### src/rtl/swp_pkg.sv
package swp_pkg;

  typedef enum logic [1:0] {
    KIND_NONE  = 2'd0,
    KIND_CMD   = 2'd1,
    KIND_DATA  = 2'd2,
    KIND_BLOCK = 2'd3
  } wr_kind_e;

  typedef enum logic [1:0] {
    PEND_NONE = 2'd0,
    PEND_SET  = 2'd1,
    PEND_CLR  = 2'd2
  } pend_e;

  localparam int KEY_W     = 15;
  localparam int SEQ_STEPS = 6;
  localparam int STEP_W    = $clog2(SEQ_STEPS);
  localparam int STEP_OP   = 2;
  localparam int STEP_LAST = SEQ_STEPS - 1;

  localparam logic [KEY_W-1:0] KEY_ADDR_HI = 15'h5555;
  localparam logic [KEY_W-1:0] KEY_ADDR_LO = 15'h2AAA;
  localparam logic [7:0] KEY_BYTE_0 = 8'hAA;
  localparam logic [7:0] KEY_BYTE_1 = 8'h55;
  localparam logic [7:0] OP_SET     = 8'hA0;
  localparam logic [7:0] OP_MORE    = 8'h80;
  localparam logic [7:0] OP_CLR     = 8'h20;

  typedef struct packed {
    logic [KEY_W-1:0] addr;
    logic [7:0]       data;
  } key_t;

  function automatic key_t key_at(input int step);
    key_t k;
    case (step)
      0:       k = '{addr: KEY_ADDR_HI, data: KEY_BYTE_0};
      1:       k = '{addr: KEY_ADDR_LO, data: KEY_BYTE_1};
      2:       k = '{addr: KEY_ADDR_HI, data: OP_SET};
      3:       k = '{addr: KEY_ADDR_HI, data: KEY_BYTE_0};
      4:       k = '{addr: KEY_ADDR_LO, data: KEY_BYTE_1};
      default: k = '{addr: KEY_ADDR_HI, data: OP_CLR};
    endcase
    return k;
  endfunction

endpackage

### src/rtl/swp_gap_timer.sv
module swp_gap_timer #(
  parameter int GAP_LIMIT = 16
) (
  input  logic clk,
  input  logic rst_n,
  input  logic accept,
  output logic expired
);
  localparam int GAP_W = $clog2(GAP_LIMIT + 1);
  localparam logic [GAP_W-1:0] LIMIT_V = GAP_W'(GAP_LIMIT);

  logic [GAP_W-1:0] idle_q;

  always_ff @(posedge clk or negedge rst_n) begin
    if (!rst_n) begin
      idle_q <= '0;
    end else if (accept) begin
      idle_q <= '0;
    end else if (idle_q < LIMIT_V) begin
      idle_q <= idle_q + GAP_W'(1);
    end
  end

  assign expired = (idle_q >= LIMIT_V);
endmodule

### src/rtl/swp_seq_matcher.sv
module swp_seq_matcher
  import swp_pkg::*;
(
  input  logic              clk,
  input  logic              rst_n,
  input  logic              en,
  input  logic              clear,
  input  logic [KEY_W-1:0]  key_addr,
  input  logic [7:0]        key_data,
  output logic              is_cmd,
  output logic              done_set,
  output logic              done_clr,
  output logic [STEP_W-1:0] step_q
);
  logic [SEQ_STEPS-1:0] step_hit;
  logic [STEP_W-1:0]    step_base;
  logic [STEP_W-1:0]    step_d;
  logic                 cur_hit;

  for (genvar s = 0; s < SEQ_STEPS; s++) begin : g_key
    localparam key_t K = key_at(s);
    if (s == STEP_OP) begin : g_fork
      assign step_hit[s] = (key_addr == K.addr) &&
                           ((key_data == OP_SET) || (key_data == OP_MORE));
    end else begin : g_plain
      assign step_hit[s] = (key_addr == K.addr) && (key_data == K.data);
    end
  end

  assign step_base = clear ? '0 : step_q;
  assign cur_hit   = (int'(step_base) < SEQ_STEPS) && step_hit[step_base];

  always_comb begin
    is_cmd   = 1'b0;
    done_set = 1'b0;
    done_clr = 1'b0;
    step_d   = step_base;
    if (en) begin
      if (cur_hit) begin
        is_cmd = 1'b1;
        if (int'(step_base) == STEP_OP && key_data == OP_SET) begin
          done_set = 1'b1;
          step_d   = '0;
        end else if (int'(step_base) == STEP_LAST) begin
          done_clr = 1'b1;
          step_d   = '0;
        end else begin
          step_d = step_base + STEP_W'(1);
        end
      end else if (step_hit[0]) begin
        is_cmd = 1'b1;
        step_d = STEP_W'(1);
      end else begin
        step_d = '0;
      end
    end
  end

  always_ff @(posedge clk or negedge rst_n) begin
    if (!rst_n) step_q <= '0;
    else        step_q <= step_d;
  end
endmodule

### src/rtl/swp_protect_state.sv
module swp_protect_state
  import swp_pkg::*;
(
  input  logic clk,
  input  logic rst_n,
  input  logic nv_rst_n,
  input  logic period_end,
  input  logic done_set,
  input  logic done_clr,
  output logic protect_q,
  output logic armed_q,
  output logic prot_eff,
  output logic armed_eff
);
  pend_e pend_q;
  pend_e pend_eff;

  always_comb begin
    prot_eff  = protect_q;
    armed_eff = armed_q;
    pend_eff  = pend_q;
    if (period_end) begin
      if (pend_q == PEND_SET)      prot_eff = 1'b1;
      else if (pend_q == PEND_CLR) prot_eff = 1'b0;
      armed_eff = 1'b0;
      pend_eff  = PEND_NONE;
    end
  end

  always_ff @(posedge clk or negedge nv_rst_n) begin
    if (!nv_rst_n) protect_q <= 1'b0;
    else           protect_q <= prot_eff;
  end

  always_ff @(posedge clk or negedge rst_n) begin
    if (!rst_n) begin
      armed_q <= 1'b0;
      pend_q  <= PEND_NONE;
    end else begin
      armed_q <= armed_eff | done_set;
      if (done_set)      pend_q <= PEND_SET;
      else if (done_clr) pend_q <= PEND_CLR;
      else               pend_q <= pend_eff;
    end
  end
endmodule

### src/rtl/swp_out_stage.sv
module swp_out_stage
  import swp_pkg::*;
#(
  parameter int ADDR_W = 17,
  parameter int DATA_W = 8
) (
  input  logic              clk,
  input  logic              rst_n,
  input  logic              in_valid,
  output logic              in_ready,
  input  wr_kind_e          in_kind,
  input  logic [ADDR_W-1:0] in_addr,
  input  logic [DATA_W-1:0] in_data,
  output logic              out_valid,
  input  logic              out_ready,
  output wr_kind_e          out_kind,
  output logic [ADDR_W-1:0] out_addr,
  output logic [DATA_W-1:0] out_data
);
  assign in_ready = !out_valid || out_ready;

  always_ff @(posedge clk or negedge rst_n) begin
    if (!rst_n) begin
      out_valid <= 1'b0;
      out_kind  <= KIND_NONE;
      out_addr  <= '0;
      out_data  <= '0;
    end else if (in_valid && in_ready) begin
      out_valid <= 1'b1;
      out_kind  <= in_kind;
      out_addr  <= in_addr;
      out_data  <= in_data;
    end else if (out_ready) begin
      out_valid <= 1'b0;
    end
  end
endmodule

### src/rtl/swp_guard.sv
module swp_guard
  import swp_pkg::*;
#(
  parameter int ADDR_W    = 17,
  parameter int DATA_W    = 8,
  parameter int GAP_LIMIT = 16
) (
  input  logic              clk,
  input  logic              rst_n,
  input  logic              nv_rst_n,
  input  logic              period_end,
  input  logic              wr_valid,
  output logic              wr_ready,
  input  logic [ADDR_W-1:0] wr_addr,
  input  logic [DATA_W-1:0] wr_data,
  output logic              cls_valid,
  input  logic              cls_ready,
  output logic [1:0]        cls_kind,
  output logic [ADDR_W-1:0] cls_addr,
  output logic [DATA_W-1:0] cls_data,
  output logic              protect_o
);
  logic     accept;
  logic     gap_expired;
  logic     is_cmd, done_set, done_clr;
  logic     protect_q, armed_q, prot_eff, armed_eff;
  logic [STEP_W-1:0] step_q;
  wr_kind_e kind_d;
  wr_kind_e kind_q;

  assign accept = wr_valid && wr_ready;

  swp_gap_timer #(.GAP_LIMIT(GAP_LIMIT)) u_gap (
    .clk     (clk),
    .rst_n   (rst_n),
    .accept  (accept),
    .expired (gap_expired)
  );

  swp_protect_state u_prot (
    .clk        (clk),
    .rst_n      (rst_n),
    .nv_rst_n   (nv_rst_n),
    .period_end (period_end),
    .done_set   (done_set),
    .done_clr   (done_clr),
    .protect_q  (protect_q),
    .armed_q    (armed_q),
    .prot_eff   (prot_eff),
    .armed_eff  (armed_eff)
  );

  swp_seq_matcher u_match (
    .clk      (clk),
    .rst_n    (rst_n),
    .en       (accept && !armed_eff),
    .clear    (period_end || gap_expired),
    .key_addr (wr_addr[KEY_W-1:0]),
    .key_data (wr_data[7:0]),
    .is_cmd   (is_cmd),
    .done_set (done_set),
    .done_clr (done_clr),
    .step_q   (step_q)
  );

  always_comb begin
    if (armed_eff)     kind_d = KIND_DATA;
    else if (is_cmd)   kind_d = KIND_CMD;
    else if (prot_eff) kind_d = KIND_BLOCK;
    else               kind_d = KIND_DATA;
  end

  swp_out_stage #(.ADDR_W(ADDR_W), .DATA_W(DATA_W)) u_out (
    .clk       (clk),
    .rst_n     (rst_n),
    .in_valid  (wr_valid),
    .in_ready  (wr_ready),
    .in_kind   (kind_d),
    .in_addr   (wr_addr),
    .in_data   (wr_data),
    .out_valid (cls_valid),
    .out_ready (cls_ready),
    .out_kind  (kind_q),
    .out_addr  (cls_addr),
    .out_data  (cls_data)
  );

  assign cls_kind  = kind_q;
  assign protect_o = protect_q;
endmodule

### config.mk
export PLATFORM = sky130hd
export DESIGN_NAME = swp_guard
export DESIGN_NICKNAME = d
export VERILOG_FILES = /design/src/rtl/swp_pkg.sv /design/src/rtl/swp_gap_timer.sv /design/src/rtl/swp_seq_matcher.sv /design/src/rtl/swp_protect_state.sv /design/src/rtl/swp_out_stage.sv /design/src/rtl/swp_guard.sv
export SDC_FILE = /design/constraint.sdc
export NUM_CORES = 1
export LEC_CHECK = 0
export ABC_AREA = 1
export BUFFER_PORTS_ARGS = -buffer_cell sky130_fd_sc_hd__buf_2
export CAP_MARGIN = 20
export CORE_ASPECT_RATIO = 1.4
export CORE_UTILIZATION = 51
export DETAILED_ROUTE_END_ITERATION = 16
export GPL_TIMING_DRIVEN = 0
export PLACE_DENSITY_LB_ADDON = 0.2
export SLEW_MARGIN = 5
export SYNTH_ARGS = -nofsm -noshare
export SYNTH_HDL_FRONTEND = slang
export SYNTH_SLANG_ARGS = --single-unit
### constraint.sdc
create_clock -name clk -period 2.1 [get_ports clk]
set_clock_uncertainty 0.2 [all_clocks]
set_input_delay 0.105 -clock clk [delete_from_list [all_inputs] [get_ports clk]]
set_output_delay 0.105 -clock clk [all_outputs]
set_load 0.01 [all_outputs]
==> out/qor.log <==
INFO  detailed_routing ant_nets=0
INFO  clocking       numCtsBuffers=5
INFO  power          powerDensity=715mW/mm2
INFO  power          totalPowerFinal=0.00199W
INFO  layout         post_route_cells_drive_above_1_share=25.4%
INFO  synthesis      synth.most_common_cell=nand2_1
INFO  detailed_routing drc_errors=0
INFO  layout         flow.area_growth_from_synthesis=38.8%
INFO  synthesis      synth_top_flop_cell=dfrtp_1
INFO  floorplan      core_area=0.00371mm2
INFO  clocking       clock_edge_transition_at_the_registers_on_the_reported_setup_and_hold_paths=0.08ns
INFO  synthesis      synthDominantCellAreaShare=49.8%
INFO  global_routing gr-usage-all-layers=27.5%
INFO  run_status     status=finished clean
INFO  clocking       clock-root-buffer=clkbuf_8
INFO  synthesis      synth.top_cells.by_area=dfrtp_1, nand2_1, inv_1, o21ai_0, nor2_1
INFO  detailed_routing detailedRoute.firstIterationViolations=39
INFO  critical_path  critical_path_buf_inv_count=2
INFO  global_routing maximum_number_of_pins_on_one_net_before_global_route_repair=40
INFO  synthesis      synth.top_cells.by_count=nand2_1, dfrtp_1, inv_1
INFO  sta            fin_worst_hold_slack=0.0289ns
INFO  detailed_routing wire_per_inst=13.1um
INFO  critical_path  timing.critical_path.slowest_cell_delay=0.55ns
INFO  place          detailedPlacementHpwl=3370um
INFO  global_routing wire_length_of_the_first_global_routing_pass=8470um
INFO  clocking       clock_tree.htree_level_count=2
INFO  global_routing gr-total-overflow=0
INFO  place          routabilityCongestion=0.881
INFO  layout         final_net_count=389
INFO  critical_path  critical_path_arrival=1.92ns
INFO  layout         fillCellCount=291
INFO  global_routing grt_pass1_vias=1977
INFO  clocking       clock_tree.buffer_depth=2
INFO  power          power.internal=0.00145W
INFO  detailed_routing avgViaCountPerCell=5.09
INFO  detailed_routing routed_wl=5230um
INFO  synthesis      synth_area_per_cell=7.73um2
INFO  layout         multiInputGateArea=842um2
INFO  clocking       post_cts_resized=0
INFO  power          p_seq_share=45.8%
INFO  floorplan      die_width=55.1um
INFO  synthesis      synth.distinct_cells=27
INFO  flow_run       cap_violations=0
INFO  place          port_buffers=60
INFO  sta            final.period_utilization=92.8%
INFO  sta            timing.final.setup_violations=0
INFO  synthesis      netlist.top_cell.by_area=dfrtp_1
INFO  critical_path  critical-path-slowest-cell=dlygate4sd3_1
INFO  sta            worst_pin_slew=0.868ns
INFO  critical_path  crit_chain=dlygate4sd3_1, buf_2, nor2_1, nand3_1, nor2_4, nand3_2, a21oi_2, nand3_2, nand2_4, nand2_2, nand2_1, o21bai_2
INFO  power          switchingPower=0.000542W
INFO  power          switching_share=27.2%
INFO  floorplan      floorplan.initialDensity=54.2%
INFO  clocking       cts.sinks=40
INFO  critical_path  cp_data_required_time=2.07ns
INFO  critical_path  critical_path.endpoint_type=flip-flop
INFO  critical_path  crit_path_start_kind=primary input
INFO  floorplan      fp.dieH=76.3um
INFO  clocking       clkLatencyLatePin=0.29ns
INFO  clocking       tritoncts=done
INFO  critical_path  path_class=in2reg
INFO  synthesis      netlist_instances=260
INFO  critical_path  critical-path-top-cell-by-count=nand3_2
INFO  floorplan      placementRows=26
INFO  power          ir_drop=0.588mV
INFO  synthesis      net_count_synth=292
INFO  global_routing grt_antenna_before_repair=0
INFO  synthesis      synth_enable_flop_cells=0
INFO  layout         n_antenna_cell=0
INFO  synthesis      synth.yosys.seq_area_share=49.8%
INFO  synthesis      postSynth.asyncResetShare=100%
INFO  min_path       hold_path_class=in2reg
INFO  critical_path  crit_family=simple AND/OR/NAND/NOR gates
INFO  synthesis      netlist_area=0.00201mm2
INFO  power          pwr-share-comb=20.0%
INFO  sta            rsz_0062_raised_after_global_routing=no
INFO  synthesis      synthesis.yosys.warnings=0
INFO  power          p_clk_share=34.2%
INFO  detailed_routing dr.pass1.iters=4
INFO  critical_path  critical_path.max_fanout=5
INFO  sta            fmax=0.513GHz
INFO  sta            final_min_period=1.95ns
INFO  synthesis      synth_seq_cells=40
INFO  sta            drv_slew=0
INFO  sta            totalNegativeSetupSlack=0ns
INFO  detailed_routing via_count=2035
INFO  sta            slew_headroom=42.1%
INFO  sta            final_hold_viol_count=0
INFO  floorplan      fp.dieArea=0.00420mm2
INFO  floorplan      num_io_pins=61
INFO  power          power.leakage=1.53nW
INFO  layout         ff_latch_area=0.00100mm2
## flip-flops by register name, indices dropped and copies added (netlist names)
signal	flops
u_gap.idle_q	5
u_match.step_q	3
u_out.out_addr	17
u_out.out_data	8
u_out.out_kind	2
u_out.out_valid	1
u_prot.armed_q	1
u_prot.pend_q	2
u_prot.protect_q	1
## cells in the final DEF, fill, tap and decap left out, types with 2 or more instances in the layout
master / instances
clkbuf_1: 4
inv_1: 35
dfrtp_1: 40
inv_2: 3
nor2_4: 3
a21oi_2: 2
nor3_1: 4
o21ai_0: 19
nand3_2: 4
nor2_1: 20
nand2_2: 3
nor2_2: 4
nand4_1: 8
nand3_1: 8
a21oi_1: 3
dlygate4sd3_1: 30
nand2_1: 89
clkbuf_8: 7
buf_2: 61
## metal layers
metal	vias up	track usage, %	wire length, um
met5	-	0	0
met4	0	10.3	108
met3	14	4.19	252
met2	70	48.9	2810
met1	944	30.9	2070
li1	1007	-	-
## power groups by stage
stage	logic [W]	registers, W	clock network [W]
finish	0.000399	0.000912	0.000682
global route	0.000449	0.000925	0.000722
CTS	0.000395	0.000908	0.000694
detailed placement	0.000350	0.000923	0
global placement	0.000342	0.000920	0
floorplan	0.000143	0.000958	0
## cells by family after synthesis
logic type,Yosys count,share of synthesized area (%)
DFF,40,49.8
and+or+nand+nor,146,32.9
buffers and inverters,44,8.28
adders and majority gates,1,0.623
AOI/OAI and AO/OA,29,8.41
## repair_timing
item,in CTS,in global routing
buffers inserted,0,0
hold buffers,30,0
endpoints found under the hold margin,70,0
## worst paths after layout
kind                                             start                       endpoint  slack, ns  cells after the start
max reg2reg                u_gap.idle_q[4]$_DFFE_PN0P_   u_prot.pend_q[1]$_DFFE_PN0P_       0.25                      9
max                                         wr_data[0]   u_prot.pend_q[1]$_DFFE_PN0P_       0.15                     12
min in group asynchronous                        rst_n  u_out.out_addr[4]$_DFFE_PN0P_       0.26                      2
min                                         wr_data[7]  u_out.out_data[7]$_DFFE_PN0P_       0.03                      3
max in group asynchronous                        rst_n       u_prot.armed_q$_DFF_PN0_       0.89                      2
min reg2reg                u_gap.idle_q[3]$_DFFE_PN0P_    u_gap.idle_q[3]$_DFFE_PN0P_       0.26                      1
## cell type report
class	count	area share, %
sequential	40	35.9
clock inverter	1	1.08
timing repair buffer	90	21.5
multi-input combinational	176	30.2
inverter	38	5.11
clock buffer	7	3.45
tap	42	1.88
buffer	6	0.852
## per-stage QoR
stage                     setup slack (ns)  std cells  utilization, %  instance area [um2]
after floorplan                      0.482        260               -                 2010
after global placement               0.325        362            63.7                 2360
final                                0.152        400            75.2                 2790
after detailed placement             0.301        362            63.7                 2360
after global routing                0.0524        400            75.2                 2790
after CTS                            0.212        400            75.2                 2790
## worst reg2reg max path, delay by kind of cell (launching register included)
family                 cells  cell delay (ns)
AOI/OAI and AO/OA          2             0.26
buffers and inverters      1             0.04
DFF                        1             0.44
and+or+nand+nor            6             0.81
Power figures use the tool's default switching activity.
